$ cat src/rtl/prefix_key_pkg.sv
package prefix_key_pkg;

  // log2 of the swapped low window (8 KiB)
  localparam int WIN_SHIFT = 13;
  // log2 of the storage-key page size (4 KiB)
  localparam int PAGE_SHIFT = 12;
  // key bit set by an access with read permission
  localparam int REF_POS = 2;
  // key bit set by an access with write permission
  localparam int CHG_POS = 1;

  typedef struct packed {
    logic captureReq;   // load the stage registers from the request
    logic stageLive;    // stage registers hold a valid access
    logic commitKey;    // write the merged key this cycle
    logic forwardLive;  // forwarding register holds last cycle's write
  } pkStrobes_t;

endpackage

$ cat src/rtl/pk_control.sv
module pk_control
  import prefix_key_pkg::*;
(
  input  logic       clk,
  input  logic       rstN,
  input  logic       reqValid,
  input  logic       stageKeyable,
  output pkStrobes_t strobes,
  output logic       rspValid
);

  logic stageValid;
  logic fwdValid;
  logic commitNow;

  assign commitNow = stageValid & stageKeyable;

  always_ff @(posedge clk) begin
    if (!rstN) begin
      stageValid <= 1'b0;
      fwdValid   <= 1'b0;
    end else begin
      stageValid <= reqValid;
      fwdValid   <= commitNow;
    end
  end

  always_comb begin
    strobes.captureReq  = reqValid;
    strobes.stageLive   = stageValid;
    strobes.commitKey   = commitNow;
    strobes.forwardLive = fwdValid;
  end

  assign rspValid = stageValid;

endmodule

$ cat src/rtl/pk_datapath.sv
module pk_datapath
  import prefix_key_pkg::*;
#(
  parameter int ADDR_W    = 64,
  parameter int KEY_W     = 8,
  parameter int KEY_PAGES = 256,
  parameter int KEY_AW    = $clog2(KEY_PAGES)
) (
  input  logic              clk,
  input  logic              rstN,
  input  pkStrobes_t        strobes,
  input  logic [ADDR_W-1:0] reqAddr,
  input  logic              reqRead,
  input  logic              reqWrite,
  input  logic              reqWide,
  input  logic [ADDR_W-1:0] prefixReg,
  input  logic [ADDR_W-1:0] memSize,
  input  logic [ADDR_W-1:0] devWindow,
  output logic              stageKeyable,
  output logic [ADDR_W-1:0] rspAddr,
  output logic              rspExc,
  output logic [KEY_AW-1:0] keyRdAddr,
  input  logic [KEY_W-1:0]  keyRdData,
  output logic              keyWrEn,
  output logic [KEY_AW-1:0] keyWrAddr,
  output logic [KEY_W-1:0]  keyWrData
);

  localparam int PAGE_W = ADDR_W - PAGE_SHIFT;
  localparam logic [ADDR_W-1:0] NARROW_MASK = ADDR_W'(32'h7fff_ffff);
  localparam logic [ADDR_W-1:0] WIN_MASK    = ADDR_W'((1 << WIN_SHIFT) - 1);
  localparam logic [PAGE_W-1:0] PAGE_LIMIT  = PAGE_W'(KEY_PAGES);

  // ---------------- request-cycle relocation ----------------
  logic [ADDR_W-1:0] maskedAddr;
  logic [ADDR_W-1:0] basePrefix;
  logic [ADDR_W-1:0] absAddr;
  logic              hitLow;
  logic              hitPrefix;
  logic [ADDR_W:0]   limitSum;
  logic              overLimit;
  logic              withinMem;
  logic              pageFits;

  assign maskedAddr = reqWide ? reqAddr : (reqAddr & NARROW_MASK);
  assign basePrefix = prefixReg & ~WIN_MASK;
  assign hitLow     = (maskedAddr & ~WIN_MASK) == '0;
  assign hitPrefix  = (maskedAddr & ~WIN_MASK) == basePrefix;

  // low window wins, so a zero prefix gives the identity
  always_comb begin
    if (hitLow) begin
      absAddr = basePrefix | (maskedAddr & WIN_MASK);
    end else if (hitPrefix) begin
      absAddr = maskedAddr & WIN_MASK;
    end else begin
      absAddr = maskedAddr;
    end
  end

  assign limitSum  = {1'b0, memSize} + {1'b0, devWindow};
  assign overLimit = {1'b0, absAddr} > limitSum;
  assign withinMem = absAddr <= memSize;
  assign pageFits  = absAddr[ADDR_W-1:PAGE_SHIFT] < PAGE_LIMIT;
  assign keyRdAddr = absAddr[PAGE_SHIFT +: KEY_AW];

  // ---------------- stage registers ----------------
  logic [ADDR_W-1:0] stageAbs;
  logic              stageRd;
  logic              stageWr;
  logic              stageExc;
  logic              stageKeyOk;

  always_ff @(posedge clk) begin
    if (!rstN) begin
      stageAbs   <= '0;
      stageRd    <= 1'b0;
      stageWr    <= 1'b0;
      stageExc   <= 1'b0;
      stageKeyOk <= 1'b0;
    end else if (strobes.captureReq) begin
      stageAbs   <= absAddr;
      stageRd    <= reqRead;
      stageWr    <= reqWrite;
      stageExc   <= overLimit;
      stageKeyOk <= withinMem & pageFits & ~overLimit;
    end
  end

  assign stageKeyable = stageKeyOk & (stageRd | stageWr);

  // ---------------- key merge with forwarding ----------------
  logic [KEY_AW-1:0] stagePage;
  logic [KEY_AW-1:0] fwdPage;
  logic [KEY_W-1:0]  fwdKey;
  logic [KEY_W-1:0]  mergeBase;
  logic [KEY_W-1:0]  setBits;
  logic              fwdHit;

  assign stagePage = stageAbs[PAGE_SHIFT +: KEY_AW];
  assign fwdHit    = strobes.forwardLive && (fwdPage == stagePage);
  assign mergeBase = fwdHit ? fwdKey : keyRdData;
  assign setBits   = (KEY_W'(stageRd) << REF_POS) | (KEY_W'(stageWr) << CHG_POS);

  always_ff @(posedge clk) begin
    if (!rstN) begin
      fwdPage <= '0;
      fwdKey  <= '0;
    end else if (strobes.commitKey) begin
      fwdPage <= stagePage;
      fwdKey  <= mergeBase | setBits;
    end
  end

  assign keyWrEn   = strobes.commitKey;
  assign keyWrAddr = stagePage;
  assign keyWrData = mergeBase | setBits;
  assign rspAddr   = stageAbs;
  assign rspExc    = strobes.stageLive & stageExc;

endmodule

$ cat src/rtl/prefix_key_unit.sv
module prefix_key_unit
  import prefix_key_pkg::*;
#(
  parameter int ADDR_W    = 64,
  parameter int KEY_W     = 8,
  parameter int KEY_PAGES = 256,
  localparam int KEY_AW   = $clog2(KEY_PAGES)
) (
  input  logic              clk,
  input  logic              rstN,
  input  logic              reqValid,
  input  logic [ADDR_W-1:0] reqAddr,
  input  logic              reqRead,
  input  logic              reqWrite,
  input  logic              reqWide,
  input  logic [ADDR_W-1:0] prefixReg,
  input  logic [ADDR_W-1:0] memSize,
  input  logic [ADDR_W-1:0] devWindow,
  output logic              rspValid,
  output logic [ADDR_W-1:0] rspAddr,
  output logic              rspExc,
  output logic [KEY_AW-1:0] keyRdAddr,
  input  logic [KEY_W-1:0]  keyRdData,
  output logic              keyWrEn,
  output logic [KEY_AW-1:0] keyWrAddr,
  output logic [KEY_W-1:0]  keyWrData
);

  pkStrobes_t strobes;
  logic       stageKeyable;

  pk_control ctrl_i (
    .clk          (clk),
    .rstN         (rstN),
    .reqValid     (reqValid),
    .stageKeyable (stageKeyable),
    .strobes      (strobes),
    .rspValid     (rspValid)
  );

  pk_datapath #(
    .ADDR_W    (ADDR_W),
    .KEY_W     (KEY_W),
    .KEY_PAGES (KEY_PAGES),
    .KEY_AW    (KEY_AW)
  ) dp_i (
    .clk          (clk),
    .rstN         (rstN),
    .strobes      (strobes),
    .reqAddr      (reqAddr),
    .reqRead      (reqRead),
    .reqWrite     (reqWrite),
    .reqWide      (reqWide),
    .prefixReg    (prefixReg),
    .memSize      (memSize),
    .devWindow    (devWindow),
    .stageKeyable (stageKeyable),
    .rspAddr      (rspAddr),
    .rspExc       (rspExc),
    .keyRdAddr    (keyRdAddr),
    .keyRdData    (keyRdData),
    .keyWrEn      (keyWrEn),
    .keyWrAddr    (keyWrAddr),
    .keyWrData    (keyWrData)
  );

endmodule

$ cat config.mk
export PLATFORM = sky130hd
export DESIGN_NAME = prefix_key_unit
export DESIGN_NICKNAME = d
export VERILOG_FILES = /design/src/rtl/prefix_key_pkg.sv /design/src/rtl/pk_control.sv /design/src/rtl/pk_datapath.sv /design/src/rtl/prefix_key_unit.sv
export SDC_FILE = /design/constraint.sdc
export NUM_CORES = 1
export LEC_CHECK = 0
export ABC_AREA = 1
export BUFFER_PORTS_ARGS = -buffer_cell sky130_fd_sc_hd__buf_2
export CAP_MARGIN = 25
export CORE_MARGIN = 2
export CORE_UTILIZATION = 45
export CTS_CLUSTER_DIAMETER = 100
export CTS_CLUSTER_SIZE = 8
export DETAILED_ROUTE_END_ITERATION = 10
export PLACE_DENSITY = 0.7
export SLEW_MARGIN = 20
export SYNTH_ARGS = -nofsm -noshare
export SYNTH_HDL_FRONTEND = slang
export SYNTH_SLANG_ARGS = --single-unit
$ cat constraint.sdc
create_clock -name clk -period 5.92 [get_ports clk]
set_input_delay 0.888 -clock clk [delete_from_list [all_inputs] [get_ports clk]]
set_output_delay 0.888 -clock clk [all_outputs]
set_load 0.01 [all_outputs]
======== Yosys cells after proc, flatten, opt, wreduce, memory -nomap -nowiden ========
Cells that the tools add are included.
cells by class
  equality and inequality tests ........... 2
  add/sub/neg operators ................... 1
  reductions and logical operators ........ 2
  $lt $le $gt $ge ......................... 3
  bitwise operators ....................... 10
  muxes and demuxes ....................... 4
operators with widths
  operator                                                                        count
  64-bit two-way mux                                                              3
  64-bit by 64-bit adder with 65-bit output                                       1
  64-bit by 65-bit greater-than comparator with 1-bit output                      1
  64-bit less-or-equal comparator                                                 1
  64-bit logical NOT                                                              1
  64-bit by 13-bit OR with 64-bit output                                          1
  52-bit by 9-bit less-than comparator with 1-bit output (second input constant)  1
  51-bit == test                                                                  1
  8-bit == test                                                                   1
  8-bit two-way mux                                                               1
  8-bit OR                                                                        1
  1-bit bitwise AND                                                               5
  3-bit by 2-bit OR with 3-bit output                                             1
  1-bit logical AND                                                               1
  1-bit NOT                                                                       1
  1-bit OR                                                                        1
storage, ports and cells
  register bits ........................... 86
  bits of input ports ..................... 270
  output and inout bits ................... 91

======== Depth between registers and ports, before layout ========
  depth in word-level cells ............... 7
  depth in mapped cells ................... 36

======== Modules after synthesis ========
Synthesis repeated with hierarchy kept, for this count alone.
unflattened totals
  cells, all modules ...................... 2201
  area, all modules ....................... 12816.0 µm²
by module, submodules not included
  module       times used  area an instance (µm²)  cells each  seq. area each (µm²)
  pk_datapath  1           12721.0                 2189        1681.6
  pk_control   1           95.1                    12          40.0

======== Worst setup path after synthesis ========
OpenSTA, ideal clock, no wires.
  path kind ............................... input port to flip-flop
  start point ............................. in memSize[0]
  end point ............................... reg dp_i.stageKeyOk
  cell stages on the path ................. 31
  buffers on the path ..................... 0
  library setup time ...................... 0.071 ns
  slack ................................... 1.466 ns
  arrival ................................. 4.384 ns
  cell sequence ........................... ha_1 -> inv_1 -> fa_1 -> nand3b_1 -> nand2_1 -> a21oi_1 -> o21ai_1 -> nand2_1 -> nand2_1 -> a21oi_1 -> o21ai_0 -> a21boi_0 -> o21ai_0 -> xnor2_1 -> ha_1 -> nand2_1 -> inv_1 -> o21ai_0 -> nand2_1 -> a21oi_1 -> o21a_1 -> nand2_1 -> nand2_1 -> nand2_1 -> nand2_1 -> nand2_1 -> nand2_1 -> nand2_1 -> nand2_1 -> nand3_1 -> a21oi_1
on the way
  longest elaborated chain between the ends .. 4
RTL lines
  element                                                     line                   source
  start: declaration                                          prefix_key_unit.sv:17  input logic [ADDR_W-1:0] memSize,
  64-bit by 64-bit adder with 65-bit output                   pk_datapath.sv:61      assign limitSum = {1'b0, memSize} + {1'b0, devWindow};
  64-bit by 65-bit greater-than comparator with 1-bit output  pk_datapath.sv:62      assign overLimit = {1'b0, absAddr} > limitSum;
  1-bit NOT                                                   pk_datapath.sv:86      stageKeyOk <= withinMem & pageFits & ~overLimit;
  1-bit bitwise AND (*)                                       pk_datapath.sv:86
  end signal: assignment                                      pk_datapath.sv:86
  end: declaration                                            pk_datapath.sv:72      logic stageKeyOk;
Mark *: on every way between the ends. The rest lies on a longest branch, timed or not.
A chain may end at the register's enable or synchronous reset.

======== Final worst setup path ========
Ends and elaborated chain as after synthesis.

==> results.toml <==
[synth]
synth.avg_cell_area_sq_um = 5.88
syn_inst = 2188
synth_top_area_frac = 0.187
synth_area_leaders = "ha_1 (19%), nand2_1 (13%), dfxtp_1 (13%)"
synth_area_leader_cell = "ha_1"
synthArstFlopShare = 0
yosysWarnings = 0
synth_top_flop_cell = "dfxtp_1"
synth-seq-cells = 86
yosysUniqueCellTypes = 44
syn_nets = 2651
yosysSeqAreaShare = 0.134
synth_edf_count = 0
synthesis.area_sq_um = 12900

[die]
die_h_microns = 173
core_sq_um = 27900
start_util = 0.461
rows = 61
die_w_microns = 173
dieArea_sq_um = 30000
num_io_pins = 361

[clock_tree]
clock_latency_ns = 0.34
hold_buffers = 0
cts_tree = "built"
cts.clk_slew.worst_paths_ns = 0.07
cts-resized-gates = 0
cts_setup_buffers = 0
cts_root_buffer = "clkbuf_16"
h-tree-depth = 3
cts_num_sinks = 86
cts_made_buffers = 9
max-clock-path-buffers = 2

[global_routing]
grt_pass1_vias = 14544
grt_pass1_wl_microns = 78100
grt.total_usage = 0.330
grt-ovfl-total = 0
antenna_found_initial = 3
grt_max_degree = 61

[detailed_routing]
vias = 15526
ant_nets = 0
drc_errors = 0
vias_per_cell = 5.34
drt_wl_total_microns = 51000
dr.pass1.iters = 5
drtIter0Drc = 1336
wl_per_cell_microns = 17.5

[sta]
fin_setup_tns_ns = 0
max_slew_margin = 0.298
fin_skew_ns = 0.0108
fin_crit_sh = 0.878
period_needed_ns = 5.20
tightest_slew_ns = 1.03
hold_slack_ns = 0.477
rsz0062_at_grt = "no"
setup_viol_count_final = 0
fmax_mhz = 192
slew_viol_final = 0
finalHoldViolCount = 0

[pwr]
p_leak_nw = 9.10
power_density_nw_per_um2 = 161
ir_worst_vdd_mv = 0.160

[placement]
dp_cells = 2891
dp_hpwl_microns = 44600
portBuffers = 347
gp_congestion = 1.01

[setup_path]
critPathTopFamily = "compound AO/OA/AOI/OAI gates"
path_class = "primary input to flip-flop"
path_max_fanout = 4
cp_data_arrival_time_ns = 5.48
cp_slowest_stage_delay_ns = 0.39
path_buf_inv = 2
cp_common_cell = "a21oi_1"
start_kind = "primary input"
critPathRequiredTime_ns = 6.20
end_kind = "flip-flop"
crit_slowest_cell = "fa_1"

[cells_and_area]
seqCellArea_sq_um = 1720
drive_gt1_frac = 0.165
layout_commonest_cell = "nand2_1"
areaGrowthSynthToFinish_pct = 19.1
final_nets = 2987
final_cell_mix = "nand2_1 (459), inv_1 (398), buf_2 (347), nor2_1 (317), a21oi_1 (196)"
fill_cells = 2938
fin_cells = 2910
multi_input_area_sq_um = 9300

[hold_path]
hold_class = "flip-flop to flip-flop"

[outcome]
outcome = "completed"

[run]
drv_cap = 0
## flip-flops by register name, indices dropped and copies added, names as in the netlist
name,flops
dp_i.fwdPage,8
dp_i.stageExc,1
dp_i.stageRd,1
dp_i.fwdKey,8
ctrl_i.rspValid,1
dp_i.rspAddr,64
ctrl_i.fwdValid,1
dp_i.stageWr,1
dp_i.stageKeyOk,1
## metrics by stage
step                 util  total power [W]  area, sq um  setup WS [ns]
finish              0.549          0.00246        15300          0.720
global route        0.549          0.00265        15300          0.398
CTS                 0.548          0.00245        15300          0.870
detailed placement  0.538          0.00189        15000          0.538
global placement    0.538          0.00186        15000          0.661
floorplan               -          0.00145        12900           1.47
## power breakdown
part | internal, W | leakage (nW) | switching, W | total (W)
registers | 0.000610 | 0.709 | 0.0000201 | 0.000630
logic | 0.000479 | 8.26 | 0.000791 | 0.00127
clock network | 0.000328 | 0.140 | 0.000235 | 0.000563
## cell families after synthesis
kind of cell             share of synthesized area
buffers and inverters                        0.143
adder cells (fa/ha/maj)                      0.188
AO/OA/AOI/OAI                                0.198
flip-flops                                   0.134
XOR/XNOR                                    0.0463
AND/OR/NAND/NOR                              0.291
## synth_stat cells, types with 4 or more instances
cell type,n
buf_4,19
o311ai_0,4
nor3_1,24
or2_2,5
dfxtp_1,86
a21o_1,8
a31oi_1,31
o21bai_1,6
o22ai_1,9
o21ai_1,13
buf_6,5
a21oi_1,196
xor2_1,32
ha_1,192
a21boi_0,5
o21a_1,16
nand4_1,26
inv_1,398
o21ai_0,134
o211ai_1,25
nor4_1,6
buf_2,6
nor2_2,4
xnor2_1,36
nand2_2,9
nand3_1,70
clkbuf_1,25
nor2_1,317
nand2_1,459
## worst register-to-register path: stages, from the launching register on
cell and delay, ns:
dfxtp_1 0.36, inv_1 0.13, o22ai_1 0.09, a221oi_1 0.23, nand3_1 0.11, nor2_1 0.27, inv_1 0.26, o21ai_0 0.38
o21ai_0 0.13, inv_1 0.06
## final timing paths
check	slack, ns	startpoint	to	depth (start not counted)
setup / recovery	0.72	memSize[0]	dp_i.stageKeyOk	25
hold / removal	0.48	dp_i.fwdPage[4]	dp_i.fwdPage[4]	2
setup reg to reg	3.85	dp_i.rspAddr[13]	dp_i.fwdKey[4]	9
hold reg to reg	0.48	dp_i.fwdPage[4]	dp_i.fwdPage[4]	2
## per-layer routing
| layer | share of wire | routed length (microns) | GRT usage |
|---|---|---|---|
| met5 | 0 | 0 | 0 |
| met4 | 0.036 | 1840 | 0.120 |
| met3 | 0.073 | 3740 | 0.0389 |
| met2 | 0.44 | 22500 | 0.539 |
| met1 | 0.45 | 22900 | 0.447 |
## area by class of cell
cell class	instances	share of cell area
Antenna cell	3	0.000490
Clock buffer	11	0.0152
Clock inverter	5	0.00392
Inverter	399	0.0977
Multi-Input combinational cell	1645	0.607
Sequential cell	86	0.112
Tap cell	378	0.0309
Timing Repair Buffer	383	0.133
(Power assumes the default switching activity.)
